## src/rtl/opnd_bypass_pkg.sv

```systemverilog
package opnd_bypass_pkg;

  typedef enum logic [2:0] {
    OP_ADD  = 3'd0,
    OP_NAND = 3'd1,
    OP_LW   = 3'd2,
    OP_SW   = 3'd3,
    OP_BEQ  = 3'd4,
    OP_JALR = 3'd5,
    OP_HALT = 3'd6,
    OP_NOOP = 3'd7
  } op_e;

  typedef enum logic [2:0] {
    SRC_RF   = 3'd0,
    SRC_EXM  = 3'd1,
    SRC_MWB  = 3'd2,
    SRC_HOLD = 3'd3,
    SRC_CAP  = 3'd4
  } src_e;

  // Instruction writes a register
  function automatic logic op_writes(op_e op);
    return (op == OP_ADD) || (op == OP_NAND) || (op == OP_LW) || (op == OP_JALR);
  endfunction

  // Instruction reads its first source specifier
  function automatic logic op_reads_a(op_e op);
    return (op != OP_NOOP) && (op != OP_HALT);
  endfunction

  // Instruction reads its second source specifier (sw: store data)
  function automatic logic op_reads_b(op_e op);
    return (op == OP_ADD) || (op == OP_NAND) || (op == OP_SW) || (op == OP_BEQ);
  endfunction

endpackage

```

## src/rtl/bypass_match.sv

```systemverilog
// Decode-time comparison of one source against all in-flight producers.
// Index 0 is the youngest producer (execute), NPROD-1 the oldest.
module bypass_match
  import opnd_bypass_pkg::*;
#(
  parameter int RW    = 3,
  parameter int NPROD = 4
) (
  input  logic                      reads_i,
  input  logic [RW-1:0]             src_i,
  input  logic [NPROD-1:0][RW-1:0]  pdst_i,
  input  logic [NPROD-1:0]          pwr_i,
  input  logic                      young_load_i,
  output src_e                      nsel_o,
  output logic                      lu_o
);

  logic [NPROD-1:0] hit;

  always_comb begin
    for (int i = 0; i < NPROD; i++) begin
      hit[i] = reads_i && pwr_i[i] && (pdst_i[i] == src_i);
    end
  end

  // Oldest first, younger hits overwrite: youngest wins
  always_comb begin
    nsel_o = SRC_RF;
    for (int i = NPROD - 1; i >= 0; i--) begin
      if (hit[i]) nsel_o = src_e'(3'(i + 1));
    end
  end

  assign lu_o = hit[0] && young_load_i;

endmodule

```

## src/rtl/bypass_sel_reg.sv

```systemverilog
// Carries the chosen source tag from decode into execute, plus a private
// copy of the holding value for the oldest bypass path.
module bypass_sel_reg
  import opnd_bypass_pkg::*;
#(
  parameter int DW = 32
) (
  input  logic          clk,
  input  logic          rst_n,
  input  logic          stall_i,
  input  src_e          nsel_i,
  input  logic [DW-1:0] hold_val_i,
  output src_e          sel_o,
  output logic [DW-1:0] cap_o
);

  always_ff @(posedge clk or negedge rst_n) begin
    if (!rst_n) begin
      sel_o <= SRC_RF;
      cap_o <= '0;
    end else if (stall_i) begin
      sel_o <= SRC_RF;
    end else begin
      sel_o <= nsel_i;
      if (nsel_i == SRC_CAP) cap_o <= hold_val_i;
    end
  end

endmodule

```

## src/rtl/bypass_opmux.sv

```systemverilog
module bypass_opmux
  import opnd_bypass_pkg::*;
#(
  parameter int DW = 32
) (
  input  src_e          sel_i,
  input  logic [DW-1:0] rf_i,
  input  logic [DW-1:0] exm_i,
  input  logic [DW-1:0] mwb_i,
  input  logic [DW-1:0] hold_i,
  input  logic [DW-1:0] cap_i,
  output logic [DW-1:0] val_o
);

  always_comb begin
    unique case (sel_i)
      SRC_EXM:  val_o = exm_i;
      SRC_MWB:  val_o = mwb_i;
      SRC_HOLD: val_o = hold_i;
      SRC_CAP:  val_o = cap_i;
      default:  val_o = rf_i;
    endcase
  end

endmodule

```

## src/rtl/opnd_bypass.sv

```systemverilog
module opnd_bypass
  import opnd_bypass_pkg::*;
#(
  parameter int DW   = 32,
  parameter int NREG = 8,
  localparam int RW  = $clog2(NREG)
) (
  input  logic          clk,
  input  logic          rst_n,
  input  logic [2:0]    dec_op,
  input  logic [RW-1:0] dec_ra,
  input  logic [RW-1:0] dec_rb,
  input  logic [2:0]    ex_op,
  input  logic [RW-1:0] ex_dst,
  input  logic [DW-1:0] ex_rfa,
  input  logic [DW-1:0] ex_rfb,
  input  logic [2:0]    exm_op,
  input  logic [RW-1:0] exm_dst,
  input  logic [DW-1:0] exm_alu,
  input  logic [2:0]    mwb_op,
  input  logic [RW-1:0] mwb_dst,
  input  logic [DW-1:0] mwb_alu,
  input  logic [DW-1:0] mwb_mdata,
  input  logic [2:0]    hold_op,
  input  logic [RW-1:0] hold_dst,
  input  logic [DW-1:0] hold_val,
  output logic          stall,
  output logic [2:0]    sel_a,
  output logic [2:0]    sel_b,
  output logic [DW-1:0] opa,
  output logic [DW-1:0] opb
);

  localparam int NPROD = 4;
  localparam int NOPND = 2;

  logic [NPROD-1:0][RW-1:0] pdst;
  logic [NPROD-1:0]         pwr;
  logic [NOPND-1:0][RW-1:0] src;
  logic [NOPND-1:0]         reads;
  logic [NOPND-1:0][DW-1:0] rfv;
  logic [NOPND-1:0][DW-1:0] opv;
  logic [NOPND-1:0]         lu;
  src_e                     nsel [NOPND];
  src_e                     sel  [NOPND];
  logic [DW-1:0]            cap  [NOPND];
  logic [DW-1:0]            mwb_res;
  logic                     young_load;

  assign pdst = {hold_dst, mwb_dst, exm_dst, ex_dst};
  assign pwr  = {op_writes(op_e'(hold_op)), op_writes(op_e'(mwb_op)),
                 op_writes(op_e'(exm_op)),  op_writes(op_e'(ex_op))};

  assign src   = {dec_rb, dec_ra};
  assign reads = {op_reads_b(op_e'(dec_op)), op_reads_a(op_e'(dec_op))};
  assign rfv   = {ex_rfb, ex_rfa};

  assign young_load = (op_e'(ex_op) == OP_LW);
  assign mwb_res    = (op_e'(mwb_op) == OP_LW) ? mwb_mdata : mwb_alu;

  for (genvar k = 0; k < NOPND; k++) begin : g_opnd
    bypass_match #(.RW(RW), .NPROD(NPROD)) u_match (
      .reads_i      (reads[k]),
      .src_i        (src[k]),
      .pdst_i       (pdst),
      .pwr_i        (pwr),
      .young_load_i (young_load),
      .nsel_o       (nsel[k]),
      .lu_o         (lu[k])
    );

    bypass_sel_reg #(.DW(DW)) u_sreg (
      .clk        (clk),
      .rst_n      (rst_n),
      .stall_i    (stall),
      .nsel_i     (nsel[k]),
      .hold_val_i (hold_val),
      .sel_o      (sel[k]),
      .cap_o      (cap[k])
    );

    bypass_opmux #(.DW(DW)) u_mux (
      .sel_i  (sel[k]),
      .rf_i   (rfv[k]),
      .exm_i  (exm_alu),
      .mwb_i  (mwb_res),
      .hold_i (hold_val),
      .cap_i  (cap[k]),
      .val_o  (opv[k])
    );
  end

  assign stall = |lu;
  assign sel_a = sel[0];
  assign sel_b = sel[1];
  assign opa   = opv[0];
  assign opb   = opv[1];

endmodule

```

## config.mk

```make
export PLATFORM = sky130hd
export DESIGN_NAME = opnd_bypass
export DESIGN_NICKNAME = d
export VERILOG_FILES = /design/src/rtl/opnd_bypass_pkg.sv /design/src/rtl/bypass_match.sv /design/src/rtl/bypass_sel_reg.sv /design/src/rtl/bypass_opmux.sv /design/src/rtl/opnd_bypass.sv
export SDC_FILE = /design/constraint.sdc
export NUM_CORES = 1
export LEC_CHECK = 0
export BUFFER_PORTS_ARGS = -buffer_cell sky130_fd_sc_hd__buf_2
export CORE_MARGIN = 2
export CORE_UTILIZATION = 49
export CTS_CLUSTER_SIZE = 20
export DETAILED_ROUTE_END_ITERATION = 7
export HOLD_SLACK_MARGIN = 0.15
export PLACE_DENSITY = 0.91
export SETUP_SLACK_MARGIN = 0.15
export SYNTH_ARGS = -nofsm -noshare
export SYNTH_HDL_FRONTEND = slang
export SYNTH_SLANG_ARGS = --single-unit
```

## constraint.sdc

```tcl
create_clock -name clk -period 2.4 [get_ports clk]
set_input_delay 0.12 -clock clk [delete_from_list [all_inputs] [get_ports clk]]
set_output_delay 0.12 -clock clk [all_outputs]
set_load 0.01 [all_outputs]
```

* Yosys cells after proc, flatten, opt, wreduce, memory -nomap -nowiden *
Cells that the tools add are included.

cells by class
  add/subtract/negate cells = 0
  $mul = 0
  div/mod/pow operators = 0
  $lt $le $gt $ge = 0
  eq/ne operators = 35
  shift-type cells = 0
  mux-type cells = 13
  bitwise gates (word level) = 1
  reduce and logical (&&, ||, !) cells = 42

operators by type and width
  operator                                                               count
  32-bit one-hot mux with 4 select lines                                 2
  32-bit two-way mux                                                     1
  3-bit two-way mux                                                      10
  3-bit by 2-bit equality test with 1-bit output, second input constant  9
  3-bit equality test, second input constant                             9
  3-bit equality test                                                    8
  3-bit by 1-bit equality test with 1-bit output, second input constant  7
  1-bit logical AND                                                      19
  3-bit zero test                                                        5
  1-bit logical OR                                                       15
  3-bit != test, second input constant                                   2
  2-bit AND reduction                                                    2
  2-bit OR reduction                                                     1
  1-bit NOT                                                              1

storage, ports and cells
  register bits = 70
  bits in latches = 0
  memory bits (writable) = 0
  bits in read-only memories = 0
  output and inout bits = 71
  word-level logic and storage cells = 95
  memories = 0

* Depth between registers and ports, before layout *
Gate-level depths: netlist (run 1).

  depth after elaboration = 12
  depth in mapped cells = 8

* Hierarchy *
A second synthesis (run 1) with hierarchy kept.

unflattened totals
  cell total of the unflattened synthesis = 704
  area total of the unflattened synthesis = 6896.6 um2

by module, submodules not included
  module          instances  cells each  area each (um2)  seq. area each (um2)
  bypass_opmux    2          231         1694.1           0.0
  bypass_sel_reg  2          74          1315.0           875.8
  opnd_bypass     1          44          480.5            0.0
  bypass_match    2          25          198.9            0.0

* Worst setup path after synthesis (run 1) *
Ideal clock, no wire load.

  path type = reg-to-output
  start point = reg g_opnd[0].u_sreg.sel_o[1]
  end point = out opa[10]
  arrival = 1754 ps
  required time = 2280 ps
  setup slack = 526 ps
  cell stages (with the launch flop) = 6
  path buffers = 2
  cell sequence = dfrtp_1 > clkbuf_1 > clkbuf_1 > mux2_2 > a221oi_1 > o22ai_1

between the ends
  word-level cells in the longest chain between the ends = 2
  elaborated cells on any way between the ends = 5
  classes of those cells = eq/ne (4); mux (1)

ends and longest elaborated chain
  element                                            line                  text
  start, declared                                    bypass_sel_reg.sv:13  output src_e sel_o,
  start signal, assigned                             bypass_sel_reg.sv:24  sel_o <= nsel_i;
  3-bit equality test, or another cell as far along  bypass_opmux.sv:16    unique case (sel_i)
  32-bit one-hot mux with 4 select lines *           bypass_opmux.sv:16
  end, declared                                      opnd_bypass.sv:30     output logic [DW-1:0] opa,

Mark *: on every way between the ends. The rest lies on a longest branch, timed or not.

* Worst setup path after layout (run 1) *
  start point = reg g_opnd[1].u_sreg.sel_o[2]
  end point = out opb[24]

between the ends
  word-level cells in the longest chain between the ends = 2
  elaborated cells on any way between the ends = 5
  classes of those cells = eq/ne (4); mux (1)

ends and longest elaborated chain
  element                                            line                  text
  start, declared                                    bypass_sel_reg.sv:13
  start signal, assigned                             bypass_sel_reg.sv:24
  3-bit equality test, or another cell as far along  bypass_opmux.sv:16
  32-bit one-hot mux with 4 select lines *           bypass_opmux.sv:16
  end, declared                                      opnd_bypass.sv:31     output logic [DW-1:0] opb

Marked as above.

==> results of run 1 <==
[synth_stat cells (3+ instances only)]
master,number
and3_1,31
nor2_1,6
inv_1,3
nand2_1,192
o21ai_0,66
xnor2_1,12
a221oi_1,31
o22ai_1,31
buf_1,9
dfrtp_1,70
clkbuf_1,58
mux2_4,48
a21oi_1,3
nor4_1,4
mux2i_1,68
o211ai_1,62
mux2_2,49
buf_6,6
xor2_1,12
[layer usage]
metal | track usage | vias to the layer above | wire length [um]
met3 | 0.0695 | 93 | 2520
met1 | 0.387 | 3530 | 8800
met4 | 0.154 | 0 | 888
met5 | 0 | - | 0
li1 | - | 3484 | -
met2 | 0.526 | 559 | 11300
[placed cells by master, fill, tap and decap left out, drive strengths merged, types with 3 or more instances in the layout]
cell and instances:
mux2 97, and3 31, nor2 6, clkbuf 11, buf 319, nand2 192, nor4 4, dlygate4sd3 33
o211ai 63, inv 3, dfrtp 70, a221oi 31, o21ai 67, xor2 12, mux2i 68, and2 3
xnor2 12, a21oi 3, nand4 3, o22ai 31
[worst max-delay path: cells and delay by family, from the launching register on]
kind	cells	cell delay, ns
compound gates	1	0.37
flops	1	0.56
simple gates	2	0.59
buf+inv	1	0.20
[sequential cells by signal, summed over array words and instances (netlist names)]
| register | flops |
|---|---|
| g_opnd.u_sreg.cap_o | 64 |
| g_opnd.u_sreg.sel_o | 6 |
[repair_timing]
action / CTS / global route
hold buffers: 33 / 0
gates resized for setup: 4 / 7
endpoints found under the setup margin: 11 / 16
pin swaps: 0 / 0
hold endpoints to repair: 134 / 0
[per-stage QoR]
| step | std cells | util | hold slack, ns | setup slack, ns |
|---|---|---|---|---|
| 2_1_floorplan | 790 | - | -0.176 | 0.526 |
| 3_3_place_gp | 1210 | 0.625 | 0.280 | 0.331 |
| 3_5_place_dp | 1210 | 0.625 | 0.297 | 0.275 |
| 4_1_cts | 1259 | 0.673 | 0.164 | 0.192 |
| 5_1_grt | 1259 | 0.675 | 0.181 | 0.152 |
| 6_report | 1259 | 0.675 | 0.175 | 0.231 |
[kinds of logic after synthesis]
kind of cell,Yosys count,synth area share
buf+inv,78,0.0506
simple gates,253,0.168
flops,70,0.260
mux,165,0.290
compound gates,200,0.199
xor+xnor,24,0.0312
[how the worst min path moves through the flow]
stage / from / to / slack, ns
after floorplan: rst_n / g_opnd[0].u_sreg.cap_o[0]$_DFFE_PN0P_ / -0.18
after global placement: rst_n / g_opnd[0].u_sreg.cap_o[1]$_DFFE_PN0P_ / 0.28
after detailed placement: rst_n / g_opnd[0].u_sreg.cap_o[1]$_DFFE_PN0P_ / 0.30
after CTS: ex_op[1] / g_opnd[0].u_sreg.sel_o[1]$_DFF_PN0_ / 0.16
after global routing: ex_op[1] / g_opnd[0].u_sreg.sel_o[1]$_DFF_PN0_ / 0.18
final: ex_op[1] / g_opnd[0].u_sreg.sel_o[1]$_DFF_PN0_ / 0.18
[power breakdown]
group / internal [mW] / switching (mW) / total, mW
combinational: 1.22 / 1.01 / 2.23
clock: 0.832 / 0.482 / 1.31
sequential: 1.65 / 0.299 / 1.95
[layout make-up]
| cell class | count | area (um2) |
|---|---|---|
| Multi-Input combinational cell | 642 | 4660 |
| Clock buffer | 11 | 243 |
| Inverter | 3 | 11.3 |
| Fill cell | 1091 | 4340 |
| Timing Repair Buffer | 352 | 2050 |
| Tap cell | 176 | 220 |
| Sequential cell | 70 | 1760 |
| Clock inverter | 5 | 58.8 |
==> results.md, run 1 <==
- Maximum VDD drop: 0.337 mV
- CP Launch Type: flop
- Max clock buf depth: 2
- WL per Instance: 18.7 um
- Clk pin slew, worst setup/hold paths: 0.05 ns
- Pleak: 4.08 nW
- Worst skew pair latency: 0.32 ns
- Period utilization: 0.904
- Post-route cell area: 9000 um2
- Dominant synthesized flop cell: dfrtp_1
- Ports: 298
- CP max-delay cell: dfrtp_4
- Syn Inst Count: 790
- Post-route minimum period: around 2.2 ns
- Synth top area share: 0.260
- Antenna violations before repair: 1
- Root buffer cell: clkbuf_16
- Pins Over Slew Limit: 0
- WP data arrival: 2.05 ns
- Largest net degree at the start of global routing: 71
- Post-route setup TNS: 0 ns
- Setup violations, final: 0
- Clock buffer count from CTS: 9
- R2r startpoint: g_opnd[1].u_sreg.cap_o[30]$_DFFE_PN0P_
- Yosys top cell by area: dfrtp_1
- Post-synth EDFFs: 0
- Synth cell types: 40
- DRT iter0 DRCs: approximately 700
- Die H: 121 um
- Worst clock skew: 0 ns
- Slew headroom: 0.402
- Gp weighted congestion: between 0.8 and 0.9
- Vias in the first global route: 7500
- FMAX: 461 MHz
- Worst R2R Setup Slack: 1.62 ns
- # clock sinks: 70
- Drt drc: 0
- Post-layout power: about 5.5 mW
- Area growth syn-to-layout: 33.8%
- Vias per cell: between 6 and 7
- Layout cells sized above 1: 0.415
- DR pass1 iterations: 7
- # H-tree levels: 3
- Yosys Warn Count: 0
- Area of the core: about 13000 um2
- Nets: 1305
- Worst R2R Path Depth: 1
- TritonCTS clock tree: built
- Setup crit end: opb[24]
- Setup bufs post-CTS: 0
- PD cells: 610 nW/um2
- Hold Vio Cnt, Final: 0
- Syn Nets: 1017
- Part of the Yosys area used for sequential elements: 0.260
- FF+latch count, synth: 70
- Crit. End Element: output port
- Die width: 121 um
- Row Count: 42
- Antenna Nets Post-Route: 0
- RSZ-0062 raised after global routing: no
- Placed cell area: between 8000 and 9000 um2
- Post-synthesis async set-or-reset flop share: 1.00
- Post-Syn Area: 6730 um2
- First-pass GRT wire length: 37.1 mm
- Crit path kind: flop to output port
- Worst hold path depth: 4
- Status: complete, no violations
- WL final: 23.5 mm
- Port Buf Inserts: around 300
- FF-to-FF End: g_opnd[1].u_sreg.cap_o[30]$_DFFE_PN0P_
- CP Data Required Time: between 2 and 2.5 ns
- # diodes: 0
- Initial Util: 0.504
- Post-DP HPWL: 16.4 mm
- Critical-path cell list: nand2b_1 > or2_4 > o211ai_1 > buf_2
- CP startpoint: g_opnd[1].u_sreg.sel_o[2]$_DFF_PN0_
- Largest cells by area after synthesis: dfrtp_1 26%, mux2_4 11%, nand2_1 11%
- HP Class: input port to flop
- Syn avg cell area: 8.52 um2
- Critical path fanouts, max: 31
- Max-Cap Viols: 0
- Via count: 7666
- DIE AREA: 14700 um2
- Global Route Usage Sum: 0.316
- Largest stage delay, worst path: 0.56 ns
- Worst-margin pin slew: 0.897 ns
- Global route overflow: 0
No activity file was read; power rests on OpenSTA's default activity.
==> run 2: changes to the inputs <==
--- a/config.mk
+++ b/config.mk
@@ -12,6 +12,7 @@
 export DETAILED_ROUTE_END_ITERATION = 7
 export HOLD_SLACK_MARGIN = 0.15
 export PLACE_DENSITY = 0.91
+export REMOVE_ABC_BUFFERS = 1
 export SETUP_SLACK_MARGIN = 0.15
 export SYNTH_ARGS = -nofsm -noshare
 export SYNTH_HDL_FRONTEND = slang
==> run 2 against run 1 <==
Effect of this change:
- sequential power hardly changed
- power is 1.1% lower
- first-iteration DRC count is 21% higher
- count of clock-buffer cells in the layout is 1 lower
- sequential share of layout area is 0.073 points lower
- non-clock buffer count is 2 higher
- wire length is 5.4% higher
- utilization is 0.25 points higher
- flip-flop and latch count stayed put
- fmax is 0.14% lower
- combinational power hardly changed
==> results.md, run 2 (synthesized netlist as in run 1, its figures left out) <==
- Largest delay contributor family on the critical path: buffers and inverters (was simple AND/OR/NAND/NOR gates)
- Metal-1 WL: 8.93 mm (was 8.80 mm)
- Global route overflow: 0 (unchanged)
- Max clock buf depth: 2 (unchanged)
- CP dominant cell by count: o21ai_0
- Worst R2R Path Depth: 1 (unchanged)
- Largest registers: g_opnd.u_sreg.cap_o: 64 flops, g_opnd.u_sreg.sel_o: 6 flops (unchanged)
- Logic gate share of total power: 0.415 (was 0.406)
- Crit path kind: flop to output port (unchanged)
- Drt drc: 0 (unchanged)
- Most common library cell in the layout ignoring fill and taps: buf_2 (unchanged)
- Crit. End Element: output port (unchanged)
- Port Buf Inserts: 297 (unchanged)
- DRT iter0 DRCs: 841 (was 697)
- Vias in the first global route: 7676 (was 7500)
- Hold Vio Cnt, Final: 0 (unchanged)
- Worst skew pair latency: 0.33 ns (was 0.32 ns)
- PD cells: 601 nW/um2 (was 610 nW/um2)
- Setup bufs post-CTS: 0 (unchanged)
- Initial Util: 0.504 (unchanged)
- Vias per cell: 6.22 (was 6.09)
- FF-to-FF End: g_opnd[1].u_sreg.cap_o[18]$_DFFE_PN0P_ (was g_opnd[1].u_sreg.cap_o[30]$_DFFE_PN0P_)
- Clk pin slew, worst setup/hold paths: 0.06 ns (was 0.05 ns)
- Row Count: 42 (unchanged)
- HP Class: input port to flop (unchanged)
- Area growth syn-to-layout: 34.3% (was 33.8%)
- Share of power burned in registers: 0.357 (was 0.355)
- P_int: 3.61 mW (was 3.70 mW)
- Antenna Nets Post-Route: 0 (unchanged)
- Worst-margin pin slew: 0.900 ns (was 0.897 ns)
- DR pass1 iterations: 5 (was 7)
- Root buffer cell: clkbuf_16 (unchanged)
- Period utilization: 0.905 (was 0.904)
- Max reg flops: 64 (unchanged)
- TritonCTS clock tree: built (unchanged)
- Die H: 121 um (unchanged)
- Post-DP HPWL: 17.1 mm (was 16.4 mm)
- Status: complete, no violations (unchanged)
- # clock sinks: 70 (unchanged)
- Clk network pwr share: 0.228 (was 0.239)
- Biggest register: g_opnd.u_sreg.cap_o (unchanged)
- FMAX: 460 MHz (was 461 MHz)
- Clock buffer count from CTS: 9 (unchanged)
- CP Launch Type: flop (unchanged)
- RSZ-0062 raised after global routing: yes (was no)
- Switching power: 1.83 mW (was 1.79 mW)
- Gp weighted congestion: 0.888 (was 0.842)
- Critical-path cell list: buf_6 > mux2i_1 > o21ai_0 > o21ai_0 > o211ai_1 > buf_2 (was nand2b_1 > or2_4 > o211ai_1 > buf_2)
- Global Route Usage Sum: 0.327 (was 0.316)
- Antenna violations before repair: 0 (was 1)
- Post-route setup TNS: 0 ns (unchanged)
- Pins Over Slew Limit: 0 (unchanged)
- First-pass GRT wire length: 38.0 mm (was 37.1 mm)
- Ports: 298 (unchanged)
- Largest stage delay, worst path: 0.45 ns (was 0.56 ns)
- Area of the core: 13300 um2 (unchanged)
- WL per Instance: 19.7 um (was 18.7 um)
- Pleak: 4.09 nW (was 4.08 nW)
- Switching share of power: 0.336 (was 0.326)
- # H-tree levels: 3 (unchanged)
- Largest net degree at the start of global routing: 71 (unchanged)
- Nets: 1307 (was 1305)
- Buf/Inv on CP: 2 (was 1)
- Post-route minimum period: 2.17 ns (about the same)
- DIE AREA: 14700 um2 (unchanged)
- Setup violations, final: 0 (unchanged)
- Maximum VDD drop: 0.311 mV (was 0.337 mV)
- Max-Cap Viols: 0 (unchanged)
- Slew headroom: 0.400 (was 0.402)
- Via count: 7848 (was 7666)
- CP Data Required Time: 2.28 ns (about the same)
- Most frequent cells in the layout: 296 x buf_2, 192 x nand2_1, 68 x mux2i_1 (unchanged)
- Layout cells sized above 1: 0.420 (was 0.415)
- Post-layout power: 5.43 mW (was 5.49 mW)
- WL final: 24.8 mm (was 23.5 mm)
- Worst R2R Setup Slack: 1.62 ns (about the same)
- Hold_sp: ex_op[1] (unchanged)
- Die width: 121 um (unchanged)
- Top sig layer: met4 (unchanged)
- Hold endpoint: g_opnd[0].u_sreg.sel_o[1]$_DFF_PN0_ (unchanged)
- Met3 wire len: 2.55 mm (was 2.52 mm)
- Met2 wire len: 12.3 mm (was 11.3 mm)
- Critical path fanouts, max: 41 (was 31)
- CP max-delay cell: dfrtp_4 (unchanged)
- R2r startpoint: g_opnd[1].u_sreg.cap_o[18]$_DFFE_PN0P_ (was g_opnd[1].u_sreg.cap_o[30]$_DFFE_PN0P_)
- Worst hold path depth: 4 (unchanged)
- WP data arrival: 2.05 ns (about the same)
- Worst clock skew: 0 ns (unchanged)
## run 2: tightest hold or removal path: cells and delay by family
kind	cells	cell delay, ns
buffers and inverters	1	0.12
AOI/OAI and AO/OA	1	0.12
and+or+nand+nor	2	0.13
## run 2: cell type report
| class | count | area, um2 |
|---|---|---|
| multi-input cells | 642 | 4690 |
| fillers | 1076 | 4310 |
| repair buffers | 354 | 2080 |
| flip-flops and latches | 70 | 1760 |
| clock buffers | 10 | 239 |
| well taps | 176 | 220 |
| clock inverters | 6 | 37.5 |
| inverters | 3 | 11.3 |
| diodes | 1 | 2.50 |
## run 2: metrics by stage
stage	hold WS [ns]	instance area, um2	std cells	setup WS (ns)	util
finish	0.197	9040	1262	0.228	0.677
global route	0.205	9040	1261	0.149	0.677
CTS	0.190	9000	1261	0.161	0.674
detailed placement	0.305	8380	1212	0.364	0.628
global placement	0.286	8380	1212	0.394	0.628
floorplan	-0.176	6400	715	-2.12	-
## run 2: repair_timing
action | 4_1_cts | 5_1_grt
resized for setup | 3 | 9
hold endpoints to repair | 134 | 0
setup endpoints to repair | 4 | 22
hold buffers | 33 | 0
pin swaps | 0 | 0
cloned | 0 | 0
## run 2: worst max path at each step
stage / start / to / slack (ns) / cells past startpoint
6_report: g_opnd[1].u_sreg.sel_o[2]$_DFF_PN0_ / opb[23] / 0.23 / 6
5_1_grt: g_opnd[1].u_sreg.sel_o[2]$_DFF_PN0_ / opb[23] / 0.15 / 6
4_1_cts: g_opnd[1].u_sreg.sel_o[2]$_DFF_PN0_ / opb[23] / 0.16 / 6
3_5_place_dp: mwb_op[0] / g_opnd[1].u_sreg.cap_o[2]$_DFFE_PN0P_ / 0.36 / 7
3_3_place_gp: mwb_op[0] / g_opnd[0].u_sreg.cap_o[12]$_DFFE_PN0P_ / 0.39 / 7
2_1_floorplan: mwb_op[0] / opb[31] / -2.12 / 5
## run 2: power by group through the flow
stage          logic (mW)  clock network (mW)  registers [mW]
2_1_floorplan        1.35                   0            1.89
3_3_place_gp         2.08                   0            1.92
3_5_place_dp         2.16                   0            1.94
4_1_cts              2.21                1.25            1.93
5_1_grt              2.42                1.31            1.99
6_report             2.25                1.24            1.94
## run 2: layer usage
metal  track usage  vias up
met1         0.376     3659
met4         0.165        0
met2         0.564      597
met3        0.0785      106
li1              -     3486
met5             0        -
==> run 3: changes to the inputs <==
--- a/config.mk
+++ b/config.mk
@@ -7,11 +7,11 @@
 export LEC_CHECK = 0
 export BUFFER_PORTS_ARGS = -buffer_cell sky130_fd_sc_hd__buf_2
 export CORE_MARGIN = 2
-export CORE_UTILIZATION = 49
+export CORE_UTILIZATION = 40
 export CTS_CLUSTER_SIZE = 20
 export DETAILED_ROUTE_END_ITERATION = 7
 export HOLD_SLACK_MARGIN = 0.15
-export PLACE_DENSITY = 0.91
+export PLACE_DENSITY = 0.77
 export REMOVE_ABC_BUFFERS = 1
 export SETUP_SLACK_MARGIN = 0.15
 export SYNTH_ARGS = -nofsm -noshare
==> run 3 against run 2 <==
Effect of this change:
- fmax down 1.2%
- global-route usage down 5.7 points
- worst setup slack worse by 0.027 ns
- first-iteration DRC count down 38%
- wire length up 0.78%
- via count down 3.4%
- critical path type unchanged
==> results.md, run 3 (synthesized netlist as in run 1, its figures left out) <==
- Post-route cell area: 9080 um2 (was 9040 um2)
- Die H: 134 um (was 121 um)
- P_int: 3.63 mW (was 3.61 mW)
- Setup violations, final: 0 (unchanged)
- DRT iter0 DRCs: 519 (was 841)
- Crit path kind: flop to output port (unchanged)
- Die width: 134 um (was 121 um)
- Drt drc: 0 (unchanged)
- Crit. End Element: output port (unchanged)
- # diodes: 0 (was 1)
- CP Launch Type: flop (unchanged)
- Vias per cell: 5.80 (was 6.22)
- Global route overflow: 0 (unchanged)
- WL per Instance: 19.1 um (was 19.7 um)
- Gp weighted congestion: 0.825 (was 0.888)
- Max-Cap Viols: 0 (unchanged)
- TritonCTS clock tree: built (unchanged)
- Largest net degree at the start of global routing: 71 (unchanged)
- First-pass GRT wire length: 38.4 mm (was 38.0 mm)
- Most frequent cells in the layout: 296 x buf_2, 192 x nand2_1, 68 x mux2i_1 (unchanged)
- WL final: 25.0 mm (was 24.8 mm)
- Root buffer cell: clkbuf_16 (unchanged)
- WP data arrival: 2.08 ns (was 2.05 ns)
- Critical-path cell list: or3b_2 > buf_4 > o22ai_1 > buf_2 (was buf_6 > mux2i_1 > o21ai_0 > o21ai_0 > o211ai_1 > buf_2)
- Status: complete, no violations (unchanged)
- Worst clock skew: 0 ns (unchanged)
- Logic gate share of total power: 0.412 (was 0.415)
- CP max-delay cell: dfrtp_4 (unchanged)
- Area of the core: 16500 um2 (was 13300 um2)
- # clock sinks: 70 (unchanged)
- DIE AREA: 17900 um2 (was 14700 um2)
- Maximum VDD drop: 0.352 mV (was 0.311 mV)
- Max reg flops: 64 (unchanged)
- Layout cells sized above 1: 0.416 (was 0.420)
- FMAX: 455 MHz (was 460 MHz)
- CP Data Required Time: 2.28 ns (about the same)
- Final core utilization: 0.549 (was 0.677)
- Clk network pwr share: 0.228 (about the same)
- Largest stage delay, worst path: 0.57 ns (was 0.45 ns)
- Clock buffer count from CTS: 9 (unchanged)
- Worst skew pair latency: 0.33 ns (about the same)
- Share of power burned in registers: 0.360 (was 0.357)
- Worst-margin pin slew: 0.902 ns (was 0.900 ns)
- Pleak: 4.10 nW (was 4.09 nW)
- RSZ-0062 raised after global routing: yes (unchanged)
- Switching share of power: 0.327 (was 0.336)
- HP Class: input port to flop (unchanged)
- Ports: 298 (unchanged)
- Period utilization: 0.916 (was 0.905)
- Antenna violations before repair: 0 (unchanged)
- Clk pin slew, worst setup/hold paths: 0.05 ns (was 0.06 ns)
- Area growth syn-to-layout: 34.9% (was 34.3%)
- Post-route minimum period: 2.20 ns (was 2.17 ns)
- # H-tree levels: 3 (unchanged)
- Max clock buf depth: 2 (unchanged)
- DR pass1 iterations: 5 (unchanged)
- Row Count: 47 (was 42)
- Pins Over Slew Limit: 0 (unchanged)
- Critical path fanouts, max: 18 (was 41)
- PD cells: 594 nW/um2 (was 601 nW/um2)
- Placed cell area: 8400 um2 (was 8380 um2)
- Most common library cell in the layout ignoring fill and taps: buf_2 (unchanged)
- Biggest register: g_opnd.u_sreg.cap_o (unchanged)
- Switching power: 1.76 mW (was 1.83 mW)
- Post-DP HPWL: 17.4 mm (was 17.1 mm)
- Via count: 7580 (was 7848)
- Vias in the first global route: 7533 (was 7676)
- Initial Util: 0.407 (was 0.504)
- Global Route Usage Sum: 0.270 (was 0.327)
- Slew headroom: 0.398 (was 0.400)
- Nets: 1310 (was 1307)
- Post-layout power: 5.39 mW (was 5.43 mW)
- Largest registers: g_opnd.u_sreg.cap_o: 64 flops, g_opnd.u_sreg.sel_o: 6 flops (unchanged)
- Antenna Nets Post-Route: 0 (unchanged)
- Hold Vio Cnt, Final: 0 (unchanged)
- Port Buf Inserts: 297 (unchanged)
- Worst hold slack: 0.174 ns (was 0.197 ns)
run 3: changes by cell type in the layout (fill, tap and decap cells not counted), moves of 2 or more:
cell / previous run / this run
a221oi_1: 27 / 31
clkinv_2: 3 / 1
dfrtp_2: 5 / 2
buf_4: 16 / 19
clkbuf_1: 0 / 3
a221oi_2: 4 / 0
clkinvlp_4: 3 / 0
dfrtp_4: 1 / 4
run 3: final timing paths:
check / from / endpoint / slack (ns) / depth (start not counted)
max in group asynchronous: rst_n / g_opnd[0].u_sreg.sel_o[1]$_DFF_PN0_ / 1.22 / 2
worst max-delay path: g_opnd[0].u_sreg.sel_o[0]$_DFF_PN0_ / opa[30] / 0.20 / 4
worst min-delay path: ex_op[1] / g_opnd[0].u_sreg.sel_o[1]$_DFF_PN0_ / 0.17 / 4
min in group asynchronous: rst_n / g_opnd[1].u_sreg.cap_o[20]$_DFFE_PN0P_ / 0.50 / 2
worst max register to register: g_opnd[0].u_sreg.cap_o[14]$_DFFE_PN0P_ / g_opnd[0].u_sreg.cap_o[14]$_DFFE_PN0P_ / 1.63 / 1
worst min register to register: g_opnd[1].u_sreg.cap_o[2]$_DFFE_PN0P_ / g_opnd[1].u_sreg.cap_o[2]$_DFFE_PN0P_ / 0.51 / 1
run 3: repair_timing:
action	CTS	global route
setup endpoints to repair	55	31
gates resized for setup	4	5
endpoints found under the hold margin	134	0
setup buffers	3	2
hold buffers	33	0
run 3: final cells by class:
cell class / count / area [um2]
clock buffers: 14 / 264
well taps: 220 / 275
fillers: 1489 / 7450
repair buffers: 357 / 2090
inverters: 3 / 11.3
clock inverters: 1 / 5.00
flip-flops and latches: 70 / 1770
multi-input cells: 642 / 4660
run 3: stage by stage:
stage / std cells / setup slack, ns / setup TNS (ns)
4_1_cts: 1305 / 0.166 / 0
3_3_place_gp: 1254 / 0.355 / 0
6_report: 1307 / 0.201 / 0
3_5_place_dp: 1254 / 0.332 / 0
2_1_floorplan: 715 / -2.12 / -127.30
5_1_grt: 1307 / 0.134 / 0
run 3: power by group through the flow:
stage          combinational [mW]  clock [mW]  sequential, mW
2_1_floorplan                1.35           0            1.89
3_3_place_gp                 2.08           0            1.94
3_5_place_dp                 2.14           0            1.95
4_1_cts                      2.21        1.27            1.94
5_1_grt                      2.41        1.32            1.99
6_report                     2.22        1.23            1.94
run 3: layer usage:
metal | part of all wire | wire length [um] | global-route usage
met1 | 0.39 | 9760 | 0.314
met2 | 0.49 | 12200 | 0.485
met3 | 0.090 | 2250 | 0.0575
met4 | 0.030 | 760 | 0.102
met5 | 0 | 0 | 0
run 3: critical path, delay by kind of cell (launching register included):
family | cells | cell delay (ns)
flip-flops | 1 | 0.57
AO/OA/AOI/OAI | 1 | 0.26
AND/OR/NAND/NOR | 1 | 0.49
buffers and inverters | 2 | 0.41
